--- src/rtl/qenc_pkg.sv ---
package qenc_pkg;
  typedef enum logic [1:0] {ACT_HOLD, ACT_INC, ACT_DEC} act_e;

  // idx = {prev, new}, bit 1 of each pair is phase A
  function automatic act_e step_action(logic [3:0] idx);
    case (idx)
      4'b0010, 4'b0100, 4'b1011, 4'b1101: step_action = ACT_INC;
      4'b0001, 4'b0111, 4'b1000, 4'b1110: step_action = ACT_DEC;
      default:                            step_action = ACT_HOLD;
    endcase
  endfunction
endpackage

--- src/rtl/qenc_sync.sv ---
module qenc_sync #(
  parameter int W = 2
) (
  input  logic         clk_i,
  input  logic         rst_ni,
  input  logic [W-1:0] d_i,
  output logic [W-1:0] q_o,
  output logic         ok_o
);
  logic [W-1:0] s1_q, s2_q;
  logic [1:0]   warm_q;

  always_ff @(posedge clk_i or negedge rst_ni) begin
    if (!rst_ni) begin
      s1_q   <= '0;
      s2_q   <= '0;
      warm_q <= '0;
    end else begin
      s1_q   <= d_i;
      s2_q   <= s1_q;
      warm_q <= {warm_q[0], 1'b1};
    end
  end

  assign q_o  = s2_q;
  assign ok_o = warm_q[1];
endmodule

--- src/rtl/qenc_tick.sv ---
module qenc_tick #(
  parameter int DIV_W = 16
) (
  input  logic             clk_i,
  input  logic             rst_ni,
  input  logic [DIV_W-1:0] div_i,
  output logic             tick_o
);
  logic [DIV_W-1:0] cnt_q;

  assign tick_o = (div_i <= DIV_W'(1)) || (cnt_q >= div_i - DIV_W'(1));

  always_ff @(posedge clk_i or negedge rst_ni) begin
    if (!rst_ni)     cnt_q <= '0;
    else if (tick_o) cnt_q <= '0;
    else             cnt_q <= cnt_q + DIV_W'(1);
  end
endmodule

--- src/rtl/qenc_fifo.sv ---
module qenc_fifo #(
  parameter int W     = 32,
  parameter int DEPTH = 4,
  localparam int PTR_W = (DEPTH > 1) ? $clog2(DEPTH) : 1,
  localparam int LVL_W = $clog2(DEPTH + 1)
) (
  input  logic             clk_i,
  input  logic             rst_ni,
  input  logic             push_i,
  input  logic [W-1:0]     data_i,
  input  logic             pop_i,
  output logic             valid_o,
  output logic [W-1:0]     data_o,
  output logic [LVL_W-1:0] level_o
);
  localparam logic [LVL_W-1:0] FULL_LVL = LVL_W'(DEPTH);
  localparam logic [PTR_W-1:0] LAST_PTR = PTR_W'(DEPTH - 1);

  logic [W-1:0]     mem_q [DEPTH];
  logic [PTR_W-1:0] wr_q, rd_q;
  logic [LVL_W-1:0] lvl_q;
  logic             wr_en, rd_en;

  function automatic logic [PTR_W-1:0] nxt(logic [PTR_W-1:0] p);
    return (p == LAST_PTR) ? '0 : p + PTR_W'(1);
  endfunction

  assign valid_o = (lvl_q != '0);
  assign rd_en   = pop_i && valid_o;
  // a snapshot is dropped only when full and nothing leaves this cycle
  assign wr_en   = push_i && ((lvl_q != FULL_LVL) || rd_en);
  assign data_o  = mem_q[rd_q];
  assign level_o = lvl_q;

  always_ff @(posedge clk_i) begin
    if (wr_en) mem_q[wr_q] <= data_i;
  end

  always_ff @(posedge clk_i or negedge rst_ni) begin
    if (!rst_ni) begin
      wr_q  <= '0;
      rd_q  <= '0;
      lvl_q <= '0;
    end else begin
      if (wr_en) wr_q <= nxt(wr_q);
      if (rd_en) rd_q <= nxt(rd_q);
      case ({wr_en, rd_en})
        2'b10:   lvl_q <= lvl_q + LVL_W'(1);
        2'b01:   lvl_q <= lvl_q - LVL_W'(1);
        default: lvl_q <= lvl_q;
      endcase
    end
  end
endmodule

--- src/rtl/qenc_counter.sv ---
module qenc_counter
  import qenc_pkg::*;
#(
  parameter int CNT_W      = 32,
  parameter int FIFO_DEPTH = 4,
  parameter int DIV_W      = 16,
  localparam int LVL_W     = $clog2(FIFO_DEPTH + 1)
) (
  input  logic             clk_i,
  input  logic             rst_ni,
  input  logic             a_i,
  input  logic             b_i,
  input  logic [DIV_W-1:0] div_i,
  output logic             rx_valid_o,
  input  logic             rx_ready_i,
  output logic [CNT_W-1:0] rx_data_o,
  output logic [LVL_W-1:0] rx_level_o
);
  logic [1:0]       ph_sync, prev_q;
  logic             sync_ok, tick, primed_q, push;
  logic [3:0]       idx;
  act_e             act;
  logic [CNT_W-1:0] cnt_q, cnt_d;

  qenc_sync #(.W(2)) u_sync (
    .clk_i (clk_i), .rst_ni(rst_ni), .d_i({a_i, b_i}),
    .q_o   (ph_sync), .ok_o(sync_ok)
  );

  qenc_tick #(.DIV_W(DIV_W)) u_tick (
    .clk_i(clk_i), .rst_ni(rst_ni), .div_i(div_i), .tick_o(tick)
  );

  assign idx  = {prev_q, ph_sync};
  assign act  = step_action(idx);
  assign push = tick && primed_q;

  always_comb begin
    unique case (act)
      ACT_INC: cnt_d = cnt_q + CNT_W'(1);
      ACT_DEC: cnt_d = cnt_q - CNT_W'(1);
      default: cnt_d = cnt_q;
    endcase
  end

  always_ff @(posedge clk_i or negedge rst_ni) begin
    if (!rst_ni) begin
      prev_q   <= '0;
      primed_q <= 1'b0;
      cnt_q    <= '0;
    end else if (tick && sync_ok) begin
      prev_q   <= ph_sync;
      primed_q <= 1'b1;
      if (primed_q) cnt_q <= cnt_d;
    end
  end

  qenc_fifo #(.W(CNT_W), .DEPTH(FIFO_DEPTH)) u_fifo (
    .clk_i  (clk_i),
    .rst_ni (rst_ni),
    .push_i (push),
    .data_i (cnt_d),
    .pop_i  (rx_ready_i),
    .valid_o(rx_valid_o),
    .data_o (rx_data_o),
    .level_o(rx_level_o)
  );
endmodule

--- config.mk ---
export PLATFORM = sky130hd
export DESIGN_NAME = qenc_counter
export DESIGN_NICKNAME = d
export VERILOG_FILES = /design/src/rtl/qenc_pkg.sv /design/src/rtl/qenc_sync.sv /design/src/rtl/qenc_tick.sv /design/src/rtl/qenc_fifo.sv /design/src/rtl/qenc_counter.sv
export SDC_FILE = /design/constraint.sdc
export NUM_CORES = 1
export LEC_CHECK = 0
export ABC_AREA = 1
export ABC_CLOCK_PERIOD_IN_PS = 10000
export BUFFER_PORTS_ARGS = -buffer_cell sky130_fd_sc_hd__buf_4
export CORE_ASPECT_RATIO = 1.4
export CORE_MARGIN = 5
export CORE_UTILIZATION = 50
export CTS_BUF_LIST = sky130_fd_sc_hd__clkbuf_2 sky130_fd_sc_hd__clkbuf_4 sky130_fd_sc_hd__clkbuf_8
export DETAILED_ROUTE_END_ITERATION = 10
export GPL_TIMING_DRIVEN = 1
export PLACE_DENSITY_LB_ADDON = 0.25
export SYNTH_ARGS = -nofsm -noshare
export SYNTH_HDL_FRONTEND = slang
export SYNTH_SLANG_ARGS = --single-unit
--- constraint.sdc ---
create_clock -name clk_i -period 10 [get_ports clk_i]
set_clock_uncertainty 0.15 [all_clocks]
set_input_delay 2 -clock clk_i [delete_from_list [all_inputs] [get_ports clk_i]]
set_output_delay 2 -clock clk_i [all_outputs]
set_load 0.02 [all_outputs]
After elaboration in Yosys (flattened, before gate mapping) --
Memory sizes are Yosys's and may differ from the RTL's. Cells that the tools add are included. Widths: inputs -> output; s select.
Operators by class: mux-type cells 7, reductions and logical operators 9, magnitude comparators 2, equal/unequal tests 7, add/sub/neg operators 8
Operator list (number):
- $pmux 32 s2 | 1
- $add 32x1->32 const B | 1
- $sub 32x1->32 const B | 1
- $add 16x1->16 const B | 1
- $ge 16x16->1 | 1
- $le 16x1->1 const B | 1
- $mux 16 | 1
- $sub 16x1->16 const B | 1
- $eq 2x2->1 const B | 4
- $pmux 3 s2 | 1
- $add 2x1->2 const B | 2
- $eq 2x1->1 const B | 2
- $logic_and 1x1->1 | 4
- $mux 2 | 2
- $add 3x1->3 const B | 1
- $ne 3x3->1 const B | 1
- $reduce_bool 3->1 | 1
- $sub 3x1->3 const B | 1
- $logic_or 1x1->1 | 2
- $mux 1 | 2
- $reduce_and 2->1 | 1
- $reduce_bool 2->1 | 1
Storage, ports and cells: bits of input ports 21, memories 2, memory bits (writable) 128, bits in read-only memories 32, flip-flop bits (word level) 64, word-level logic and storage cells 45
Memory list:
- u_fifo.mem_q | words 4, width 32, rd ports 1, clocked after memory_dff 0, write ports 1, RTL line qenc_fifo.sv:19 | logic [W-1:0] mem_q [DEPTH];
- (no name shown) | words 16, width 2, rd ports 1, clocked after memory_dff 0, write ports 0, RTL line qenc_pkg.sv:6 | case (idx)

Depth between registers and ports, before layout --
Gate-level depths: netlist of the first run.
word-level depth 7, depth in mapped cells 27

By module --
From an unflattened synthesis of the first run, not the netlist that was laid out.
Second synthesis, totals: cell total of the unflattened synthesis 1427, area total of the unflattened synthesis 11437.2 µm²
By module, submodules not included:
- qenc_fifo | instances 1, area an instance 5237.5 µm², cells each 368
- qenc_counter | instances 1, area an instance 4430.5 µm², cells each 813
- qenc_tick | instances 1, area an instance 1615.3 µm², cells each 239
- qenc_sync | instances 1, area an instance 153.9 µm², cells each 7

Worst setup path after synthesis of the first run --
Ideal clock, no wire load.
path kind input port to flip-flop, from input div_i[2], to memory u_fifo.mem_q[0][0], enable pin, cell stages on the path 18, arrival 5535 ps, path slack 3894 ps, setup time 421 ps, data required time 9429 ps, cells stage by stage nor2_2 nand2_2 nor3_4 nand2_2 nor3_4 nand3b_2 nor2_2 nand3_1 xnor2_1 inv_1 ha_1 nand2_1 nor3_1 nand2_1 nand4_2 buf_6 o211ai_2 nor2_1
Between the ends: cells in the longest elaborated chain, start to end 7
RTL lines:
- start, declared | RTL line qenc_counter.sv:13 | input logic [DIV_W-1:0] div_i,
- $sub 16x1->16 | RTL line qenc_tick.sv:11 | assign tick_o = (div_i <= DIV_W'(1)) || (cnt_q >= div_i - DIV_W'(1));
- $ge 16x16->1 | RTL line qenc_tick.sv:11
- $logic_or 1x1->1 (*) | RTL line qenc_tick.sv:11
- $logic_and 1x1->1 (*) | RTL line qenc_counter.sv:36 | assign push = tick && primed_q;
- $logic_and 1x1->1 (*) | RTL line qenc_fifo.sv:31 | assign wr_en = push_i && ((lvl_q != FULL_LVL) || rd_en);
- $mux 1 (*) | RTL line qenc_fifo.sv:36 | if (wr_en) mem_q[wr_q] <= data_i;
- $mux 1 (not written as such) (*) | RTL line qenc_fifo.sv:36
- end, declared | RTL line qenc_fifo.sv:19
Mark *: on every way between the ends. The rest lies on a longest branch, timed or not.

Worst setup path after layout of the first run --
from input div_i[2], to memory u_fifo.mem_q[0][27], enable pin
The elaborated chain is that of the path after synthesis.

==> impl_table.tex, run 1 <==
\begin{tabular}{lr}
\hline
Metric & Value \\
\hline
\multicolumn{2}{l}{\textbf{Clocking}} \\
\quad Hold buffer count at CTS & 0 \\
\quad Clock latency on the worst-skew pair & roughly 0.45 ns \\
\quad CTS root buf & sky130\_fd\_sc\_hd\_\_clkbuf\_8 \\
\quad CTS tree & done \\
\quad CTS Buf Count & 17 \\
\quad Clock transition at the register clock pins on the worst setup and hold paths after CTS & 0.09 ns \\
\quad Post-CTS Setup Bufs & 0 \\
\quad Total number of H-tree levels & 4 \\
\quad Maximum clock insertion buffer count & 2 \\
\quad PostCTS Resize Cnt & 0 \\
\quad Sinks on Clock Net & 192 \\
\multicolumn{2}{l}{\textbf{STA}} \\
\quad Setup TNS & 0 ns \\
\quad Final Critical Period & about 5.7 ns \\
\quad Fmax & $\sim$170 MHz \\
\quad Worst-margin pin slew & approximately 1.1 ns \\
\quad Endpoints failing hold & 0 \\
\quad Fin crit share & 57.3\% \\
\quad Max Slew Vio Count & 0 \\
\quad Setup repair after global routing missed its margin & no \\
\quad Min Hold Slack & 0.206 ns \\
\quad Setup violation total in the final timing report & 0 \\
\quad Worst slew margin relative to its limit & slightly below 30\% \\
\multicolumn{2}{l}{\textbf{Place}} \\
\quad Total cell area at the placement stage & 0.0112 mm2 \\
\quad Placed Instances & 1479 \\
\quad RePlAce Congestion & 0.939 \\
\quad Sum of net half-perimeters after detailed placement & around 17 mm \\
\quad Count of input and output buffers & 56 \\
\multicolumn{2}{l}{\textbf{Worst setup path}} \\
\quad Crit Reg-Reg Endpoint & u\_fifo.mem\_q[2][28] \\
\quad Worst-path maximum fanout & 32 \\
\quad Launching element type of the critical path & primary input \\
\quad Worst Setup Path Type & in -> reg \\
\quad Master of the slowest instance on the critical path & sky130\_fd\_sc\_hd\_\_nor2\_4 \\
\quad Critical Path Start & div\_i[2] \\
\quad Stage delay of the slowest cell on the critical path & 0.89 ns \\
\quad Timing endpoint of the critical path & u\_fifo.mem\_q[0][27] \\
\quad Worst reg2reg path startpoint & u\_sync.q\_o[1] \\
\quad Flop2flop setup slack & 6.49 ns \\
\quad CP Data Arrival Time & 5.65 ns \\
\quad Req. time, crit path & 9.92 ns \\
\quad Depth of the most critical reg-to-reg path & 15 \\
\quad Critical Path, Cell by Cell & buf\_4, nor2\_2, nand2\_2, nor3\_4, nand2\_2, nor3\_4, nand3b\_2, nor2\_2, nand3\_1, xnor2\_1, inv\_1, ha\_1, nand2\_1, nor3\_1, nand2\_1, nand4\_2, buf\_4, o211ai\_2, nor2\_4 \\
\quad Critical path capture point type & flop \\
\multicolumn{2}{l}{\textbf{Synthesis}} \\
\quad Yosys reg bits & around 190 \\
\quad Syn. warnings & 0 \\
\quad Cell area after technology mapping & around 0.011 mm2 \\
\quad Sequential-to-total area share from yosys stat & just over 50\% \\
\quad Syn avg cell area & 8.86 um2 \\
\quad Post-Synthesis Net Count & 1270 \\
\quad Number of different library cells in the post-synthesis netlist & 45 \\
\quad Gate count of the mapped netlist & 1192 \\
\quad Yosys top cell area share & between 30\% and 40\% \\
\quad Cell type contributing the most total cell area after synthesis & sky130\_fd\_sc\_hd\_\_edfxtp\_1 \\
\quad Area contributors post-synth & sky130\_fd\_sc\_hd\_\_edfxtp\_1 36\%, sky130\_fd\_sc\_hd\_\_dfrtp\_1 15\%, sky130\_fd\_sc\_hd\_\_nand2\_1 10\%, sky130\_fd\_sc\_hd\_\_ha\_1 6.5\%, sky130\_fd\_sc\_hd\_\_o21ai\_0 5.3\% \\
\multicolumn{2}{l}{\textbf{Route}} \\
\quad Ratio of routed vias to standard cells & 5.41 \\
\quad \# DRC & 0 \\
\quad Detailed router's first-iteration violation count & around 440 \\
\quad Final routed wirelength across all metal layers & 23.7 mm \\
\quad Post-detailed-route wirelength per cell & 15.7 um \\
\quad Count of antenna-violating nets left after detailed routing & 0 \\
\quad Pre-antenna DRT Iters & 5 \\
\quad Total via count after detailed routing & 8170 \\
\multicolumn{2}{l}{\textbf{Power and ir drop}} \\
\quad Worst ir drop on vdd & 0.000156 V \\
\quad Ratio of total power to cell area & $\sim$330 mW/mm2 \\
\quad P\_leak & 5.01 nW \\
\multicolumn{2}{l}{\textbf{Layout}} \\
\quad Combined area of the multi-input logic cells & 0.00460 mm2 \\
\quad Final std cell area, no fill & 0.0116 mm2 \\
\quad Number of diodes & 0 \\
\quad Sequential cell area & 0.00545 mm2 \\
\quad Total number of nets in the final design & 1316 \\
\quad Number of inserted filler cells in the final layout & 1910 \\
\quad Layout overhead on the synthesized area & 9.87\% \\
\quad Final cell utilization of the core & 55.3\% \\
\quad Share of cells above drive strength 1 & 11.8\% \\
\quad Most frequent cells in the layout & 281 x sky130\_fd\_sc\_hd\_\_nand2\_1, 143 x sky130\_fd\_sc\_hd\_\_nor2\_1, 128 x sky130\_fd\_sc\_hd\_\_edfxtp\_1 \\
\quad Layout Cells excl Fill & 1511 \\
\quad Leading cell type in the layout, fill and taps excluded & sky130\_fd\_sc\_hd\_\_nand2\_1 \\
\multicolumn{2}{l}{\textbf{Floorplan}} \\
\quad Die Span X & $\sim$130 um \\
\quad Core footprint & about 0.021 mm2 \\
\quad Starting utilization of the core area & between 50\% and 60\% \\
\quad Floorplan die area & about 0.024 mm2 \\
\quad Die Y & 182 um \\
\quad Top-level I/O count & 57 \\
\quad Placement row count & 63 \\
\multicolumn{2}{l}{\textbf{GRT}} \\
\quad Overall Global Routing Usage & 20.1\% \\
\quad Global route total overflow & 0 \\
\quad First-pass GRT wire length & 39.1 mm \\
\quad Number of antenna violations at the first check in global routing & 0 \\
\quad Maximum number of pins on one net before global-route repair & 68 \\
\quad Via count of the first global-routing pass & between 8000 and 9000 \\
\multicolumn{2}{l}{\textbf{Hold path}} \\
\quad Class of the tightest hold or removal check & reg -> reg \\
\multicolumn{2}{l}{\textbf{Status}} \\
\quad Run status & finished clean \\
\multicolumn{2}{l}{\textbf{Job}} \\
\quad Max-capacitance violation count & 0 \\
\hline
\end{tabular}
-- power by group --
group	switching (mW)	internal [mW]	leakage, nW	total, mW
sequential	0.0838	1.18	1.97	1.27
clock	0.269	0.224	0.192	0.493
combinational	1.38	0.644	2.85	2.03
-- registers in the layout (all words and copies together) (netlist names), 3 cells and up --
register,cells
cnt_q,32
u_fifo.level_o,3
u_fifo.mem_q,128
u_tick.cnt_q,16
-- how the worst min path moves through the flow --
| stage | from | end | cells after the start |
|---|---|---|---|
| floorplan | u_sync.s1_q[0] | u_sync.q_o[0] | 0 |
| global placement | u_sync.s1_q[1] | u_sync.q_o[1] | 0 |
| detailed placement | u_sync.s1_q[1] | u_sync.q_o[1] | 0 |
| CTS | u_sync.s1_q[1] | u_sync.q_o[1] | 0 |
| global route | u_sync.warm_q[0] | u_sync.warm_q[1] | 0 |
| finish | u_sync.warm_q[0] | u_sync.warm_q[1] | 0 |
-- layout make-up --
cell class / count / area share (%)
Inverter: 102 / 3.30
Clock buffer: 18 / 2.08
Tap cell: 260 / 2.80
Timing Repair Buffer: 62 / 4.01
Clock inverter: 14 / 1.22
Sequential cell: 192 / 46.9
Multi-Input combinational cell: 863 / 39.6
-- cell families after synthesis --
group,after synthesis,synth area share [%]
XOR/XNOR,21,1.74
adder cells (fa/ha/maj),57,6.90
AND/OR/NAND/NOR,571,23.6
AO/OA/AOI/OAI,213,10.9
flip-flops,192,51.6
other,1,0.0355
buffers and inverters,137,5.17
-- per-stage QoR --
step	setup slack, ns	total power, mW
2_1_floorplan	3.89	2.66
3_3_place_gp	3.89	3.27
3_5_place_dp	3.74	3.31
4_1_cts	4.22	3.81
5_1_grt	3.89	4.09
6_report	4.27	3.79
-- synth_stat cells, drive strengths merged --
cell type  number
a21o            4
a21oi          51
a31oi           1
and2            8
buf             8
clkbuf         27
conb            1
dfrtp          64
edfxtp        128
fa              2
ha             55
inv           102
nand2         290
nand3          61
nand3b          7
nand4           7
nor2          163
nor3           16
nor3b           6
nor4            2
o211ai          2
o21a            2
o21ai         118
o21bai          1
o22ai          34
or2            11
xnor2          10
xor2           11
-- per-layer routing --
metal  vias up  part of all wire (%)  global-route usage (%)
met2       146                    52                    36.4
met3        50                   2.7                    2.69
met5         -                     0                       0
met4         0                   3.6                    9.15
met1      3864                    41                    23.5
li1       4110                     -                       -
-- critical path, delay by kind of cell --
family                     cells  cell delay [ns]
adders and majority gates      1             0.30
buffers and inverters          3             0.45
AOI/OAI and AO/OA              1             0.31
xor gates and xnor gates       1             0.15
and+or+nand+nor               13             2.40
Power figures use the tool's default switching activity.
==> inputs of run 2 (changes only) <==
--- a/config.mk
+++ b/config.mk
@@ -6,7 +6,7 @@
 export NUM_CORES = 1
 export LEC_CHECK = 0
 export ABC_AREA = 1
-export ABC_CLOCK_PERIOD_IN_PS = 10000
+export ABC_CLOCK_PERIOD_IN_PS = 4800
 export BUFFER_PORTS_ARGS = -buffer_cell sky130_fd_sc_hd__buf_4
 export CORE_ASPECT_RATIO = 1.4
 export CORE_MARGIN = 5
==> constraint.sdc (replaced) <==
create_clock -name clk_i -period 4.8 [get_ports clk_i]
set_clock_uncertainty 0.15 [all_clocks]
set_input_delay 0.96 -clock clk_i [delete_from_list [all_inputs] [get_ports clk_i]]
set_output_delay 0.96 -clock clk_i [all_outputs]
set_load 0.02 [all_outputs]
==> run 2 against run 1 <==
- utilization is 0.58 points higher
- critical path depth unchanged
- sequential power grew 110%
- count of clock-buffer cells in the layout is 1 lower
- power increased by 110%
- sequential share of layout area down 0.49 points
- via count grew 0.73%
- global-route usage rose by 0.82 points
- register-to-register slack got worse by 5.3 ns
- non-clock buffer count is 7 higher
- cell count is 0.46% higher
- setup slack worse by 3.5 ns
- highest routed layer unchanged
==> impl_table.tex, run 2 (synthesized netlist as in run 1, its figures left out) <==
\begin{tabular}{lr}
\hline
Metric & Value \\
\hline
\multicolumn{2}{l}{\textbf{Clocking}} \\
\quad Clock latency on the worst-skew pair & 0.46 ns (about the same) \\
\quad Post-CTS Setup Bufs & 0 (unchanged) \\
\quad CTS root buf & sky130\_fd\_sc\_hd\_\_clkbuf\_8 \\
\quad Hold buffer count at CTS & 0 (unchanged) \\
\quad CTS Buf Count & 17 (unchanged) \\
\quad CTS tree & done \\
\quad PostCTS Resize Cnt & 0 (unchanged) \\
\quad Sinks on Clock Net & 192 (unchanged) \\
\quad Clock transition at the register clock pins on the worst setup and hold paths after CTS & 0.10 ns (about the same) \\
\quad Maximum clock insertion buffer count & 2 (unchanged) \\
\quad Total number of H-tree levels & 4 (unchanged) \\
\multicolumn{2}{l}{\textbf{STA}} \\
\quad Endpoints failing hold & 0 (unchanged) \\
\quad Setup repair after global routing missed its margin & no \\
\quad Worst slew margin relative to its limit & 29.0\% (-0.41 points) \\
\quad Final Critical Period & around 4.0 ns \\
\quad Max Slew Vio Count & 0 (unchanged) \\
\quad Fmax & 248 MHz \\
\quad Min Hold Slack & 0.198 ns (-0.00846 ns) \\
\quad Fin crit share & 84.1\% \\
\quad Worst-margin pin slew & 1.06 ns (+0.00743 ns) \\
\quad Setup violation total in the final timing report & 0 (unchanged) \\
\multicolumn{2}{l}{\textbf{Worst setup path}} \\
\quad Cell family with the largest share of critical-path delay & simple AND/OR/NAND/NOR gates \\
\quad Worst-path maximum fanout & 26 (-19\%) \\
\quad CP Data Arrival Time & 4.04 ns (-1.61 ns) \\
\quad Critical path capture point type & flop \\
\quad Launching element type of the critical path & primary input \\
\quad Stage delay of the slowest cell on the critical path & 0.33 ns (-0.56 ns) \\
\quad Worst Setup Path Type & in -> reg \\
\quad Number of buffer and inverter stages on the critical path & 3 (unchanged) \\
\quad Master of the slowest instance on the critical path & sky130\_fd\_sc\_hd\_\_nor2\_4 \\
\quad Critical Path, Cell by Cell & buf\_4, nor2\_2, nand2\_2, nor3\_4, nand2\_2, nor3\_4, nand3b\_2, nor2\_2, nand3\_1, xnor2\_1, inv\_1, ha\_1, nand2\_1, nor3\_1, nand2\_1, nand4\_2, o211ai\_2, nor2\_4, buf\_12 \\
\quad Worst reg2reg path startpoint & u\_sync.q\_o[0] \\
\quad Critical Path Start & div\_i[2] \\
\quad Req. time, crit path & 4.81 ns (-5.11 ns) \\
\multicolumn{2}{l}{\textbf{Place}} \\
\quad Count of input and output buffers & 56 (unchanged) \\
\quad Total cell area at the placement stage & 0.0113 mm2 (+1.1\%) \\
\quad RePlAce Congestion & 0.969 (+3.2\%) \\
\quad Sum of net half-perimeters after detailed placement & 17.8 mm (+5.0\%) \\
\multicolumn{2}{l}{\textbf{Layout}} \\
\quad Layout overhead on the synthesized area & 11.0\% \\
\quad Number of inserted filler cells in the final layout & 1950 (+2.1\%) \\
\quad Most frequent cells in the layout & 281 x sky130\_fd\_sc\_hd\_\_nand2\_1, 143 x sky130\_fd\_sc\_hd\_\_nor2\_1, 128 x sky130\_fd\_sc\_hd\_\_edfxtp\_1 \\
\quad Total number of nets in the final design & 1323 (+0.53\%) \\
\quad Final cell utilization of the core & 55.9\% (+0.58 points) \\
\quad Leading cell type in the layout, fill and taps excluded & sky130\_fd\_sc\_hd\_\_nand2\_1 \\
\quad Largest registers & u\_fifo.mem\_q (128), cnt\_q (32), u\_tick.cnt\_q (16) \\
\quad Number of diodes & 0 (unchanged) \\
\quad Biggest register & u\_fifo.mem\_q \\
\quad Number of flip-flops under the largest register name & 128 (unchanged) \\
\quad Final std cell area, no fill & 0.0117 mm2 (+1.1\%) \\
\quad Share of cells above drive strength 1 & 12.4\% (+0.57 points) \\
\multicolumn{2}{l}{\textbf{GRT}} \\
\quad First-pass GRT wire length & 40.7 mm (+4.1\%) \\
\quad Overall Global Routing Usage & 20.9\% (+0.82 points) \\
\quad Number of antenna violations at the first check in global routing & 0 (unchanged) \\
\quad Maximum number of pins on one net before global-route repair & 67 (-1.5\%) \\
\quad Global route total overflow & 0 (unchanged) \\
\quad Via count of the first global-routing pass & 8132 (-0.96\%) \\
\multicolumn{2}{l}{\textbf{Job}} \\
\quad Max-capacitance violation count & 0 (unchanged) \\
\multicolumn{2}{l}{\textbf{Power and ir drop}} \\
\quad Post-layout total power & 7.91 mW (+110\%) \\
\quad P\_leak & 5.06 nW (+1.1\%) \\
\quad Worst ir drop on vdd & 0.000249 V (+60\%) \\
\quad Ratio of total power to cell area & 675 mW/mm2 (+110\%) \\
\multicolumn{2}{l}{\textbf{Floorplan}} \\
\quad Core footprint & 0.0210 mm2 (unchanged) \\
\quad Top-level I/O count & 57 (unchanged) \\
\quad Floorplan die area & 0.0242 mm2 (unchanged) \\
\quad Die Y & 182 um (unchanged) \\
\quad Die Span X & 133 um (unchanged) \\
\quad Starting utilization of the core area & 50.4\% (unchanged) \\
\quad Placement row count & 63 (unchanged) \\
\multicolumn{2}{l}{\textbf{Status}} \\
\quad Run status & finished clean \\
\multicolumn{2}{l}{\textbf{Hold path}} \\
\quad Startpoint of the lowest-slack hold path & u\_sync.s1\_q[0] \\
\quad Class of the tightest hold or removal check & reg -> reg \\
\multicolumn{2}{l}{\textbf{Route}} \\
\quad Post-detailed-route wirelength per cell & 16.0 um (+2.0\%) \\
\quad Total via count after detailed routing & 8230 (+0.73\%) \\
\quad Final routed wirelength across all metal layers & 24.3 mm (+2.4\%) \\
\quad Ratio of routed vias to standard cells & 5.42 (+0.27\%) \\
\quad \# DRC & 0 (unchanged) \\
\quad Pre-antenna DRT Iters & 5 (unchanged) \\
\quad Count of antenna-violating nets left after detailed routing & 0 (unchanged) \\
\quad Detailed router's first-iteration violation count & 577 (+32\%) \\
\hline
\end{tabular}
[run 2: changes by cell type in the layout (fill, tap and decap cells not counted), sizes merged]
cell and delta:
clkbuf -1, buf +7, clkinv +1
[run 2: power breakdown]
part / switching (mW) / internal [mW]
sequential: 0.195 / 2.46
combinational: 2.87 / 1.36
clock: 0.560 / 0.459
total: 3.63 / 4.28
[run 2: worst reg2reg max path, cell delays in order (launching register included)]
cell                      delay, ns
sky130_fd_sc_hd__dfrtp_1       0.45
sky130_fd_sc_hd__xnor2_1       0.27
sky130_fd_sc_hd__nand2_1       0.11
sky130_fd_sc_hd__ha_1          0.20
sky130_fd_sc_hd__buf_4         0.26
sky130_fd_sc_hd__ha_1          0.43
sky130_fd_sc_hd__nand2_1       0.12
sky130_fd_sc_hd__nor2_1        0.28
sky130_fd_sc_hd__and2_1        0.26
sky130_fd_sc_hd__nand4_1       0.19
sky130_fd_sc_hd__nand3_1       0.14
sky130_fd_sc_hd__nand2_1       0.05
sky130_fd_sc_hd__nand3_1       0.09
sky130_fd_sc_hd__o21ai_0       0.24
[run 2: final timing paths]
kind / to / slack (ns) / cells after the start
worst max register to register: u_fifo.mem_q[3][18] / 1.21 / 13
max in group asynchronous: u_fifo.rd_q[0] / 3.44 / 1
worst min-delay path: u_sync.q_o[0] / 0.20 / 0
min in group asynchronous: cnt_q[4] / 0.45 / 1
worst min register to register: u_sync.q_o[0] / 0.20 / 0
worst max-delay path: u_fifo.mem_q[3][8] / 0.77 / 19
[run 2: through the flow]
step / instances / setup TNS [ns] / setup slack, ns
finish: 1518 / 0 / 0.765
global route: 1518 / 0 / 0.470
CTS: 1518 / 0 / 0.773
detailed placement: 1486 / 0 / 0.273
global placement: 1486 / 0 / 0.353
floorplan: 1192 / -34.05 / -0.266
[run 2: layout make-up]
| cell class | instances | area, um2 | area share, % |
|---|---|---|---|
| clock buffers | 17 | 234 | 2.00 |
| repair buffers | 69 | 593 | 5.06 |
| inverters | 102 | 383 | 3.27 |
| clock inverters | 15 | 144 | 1.23 |
| flip-flops and latches | 192 | 5450 | 46.5 |
| multi-input cells | 863 | 4600 | 39.2 |
| well taps | 260 | 325 | 2.77 |
[run 2: routing by layer]
metal / vias to the layer above / wire, um / GRT usage (%)
met4: 0 / 561 / 6.74
met3: 39 / 753 / 2.91
met2: 162 / 13000 / 38.6
li1: 4118 / - / -
met5: - / 0 / 0
met1: 3911 / 10000 / 25.0
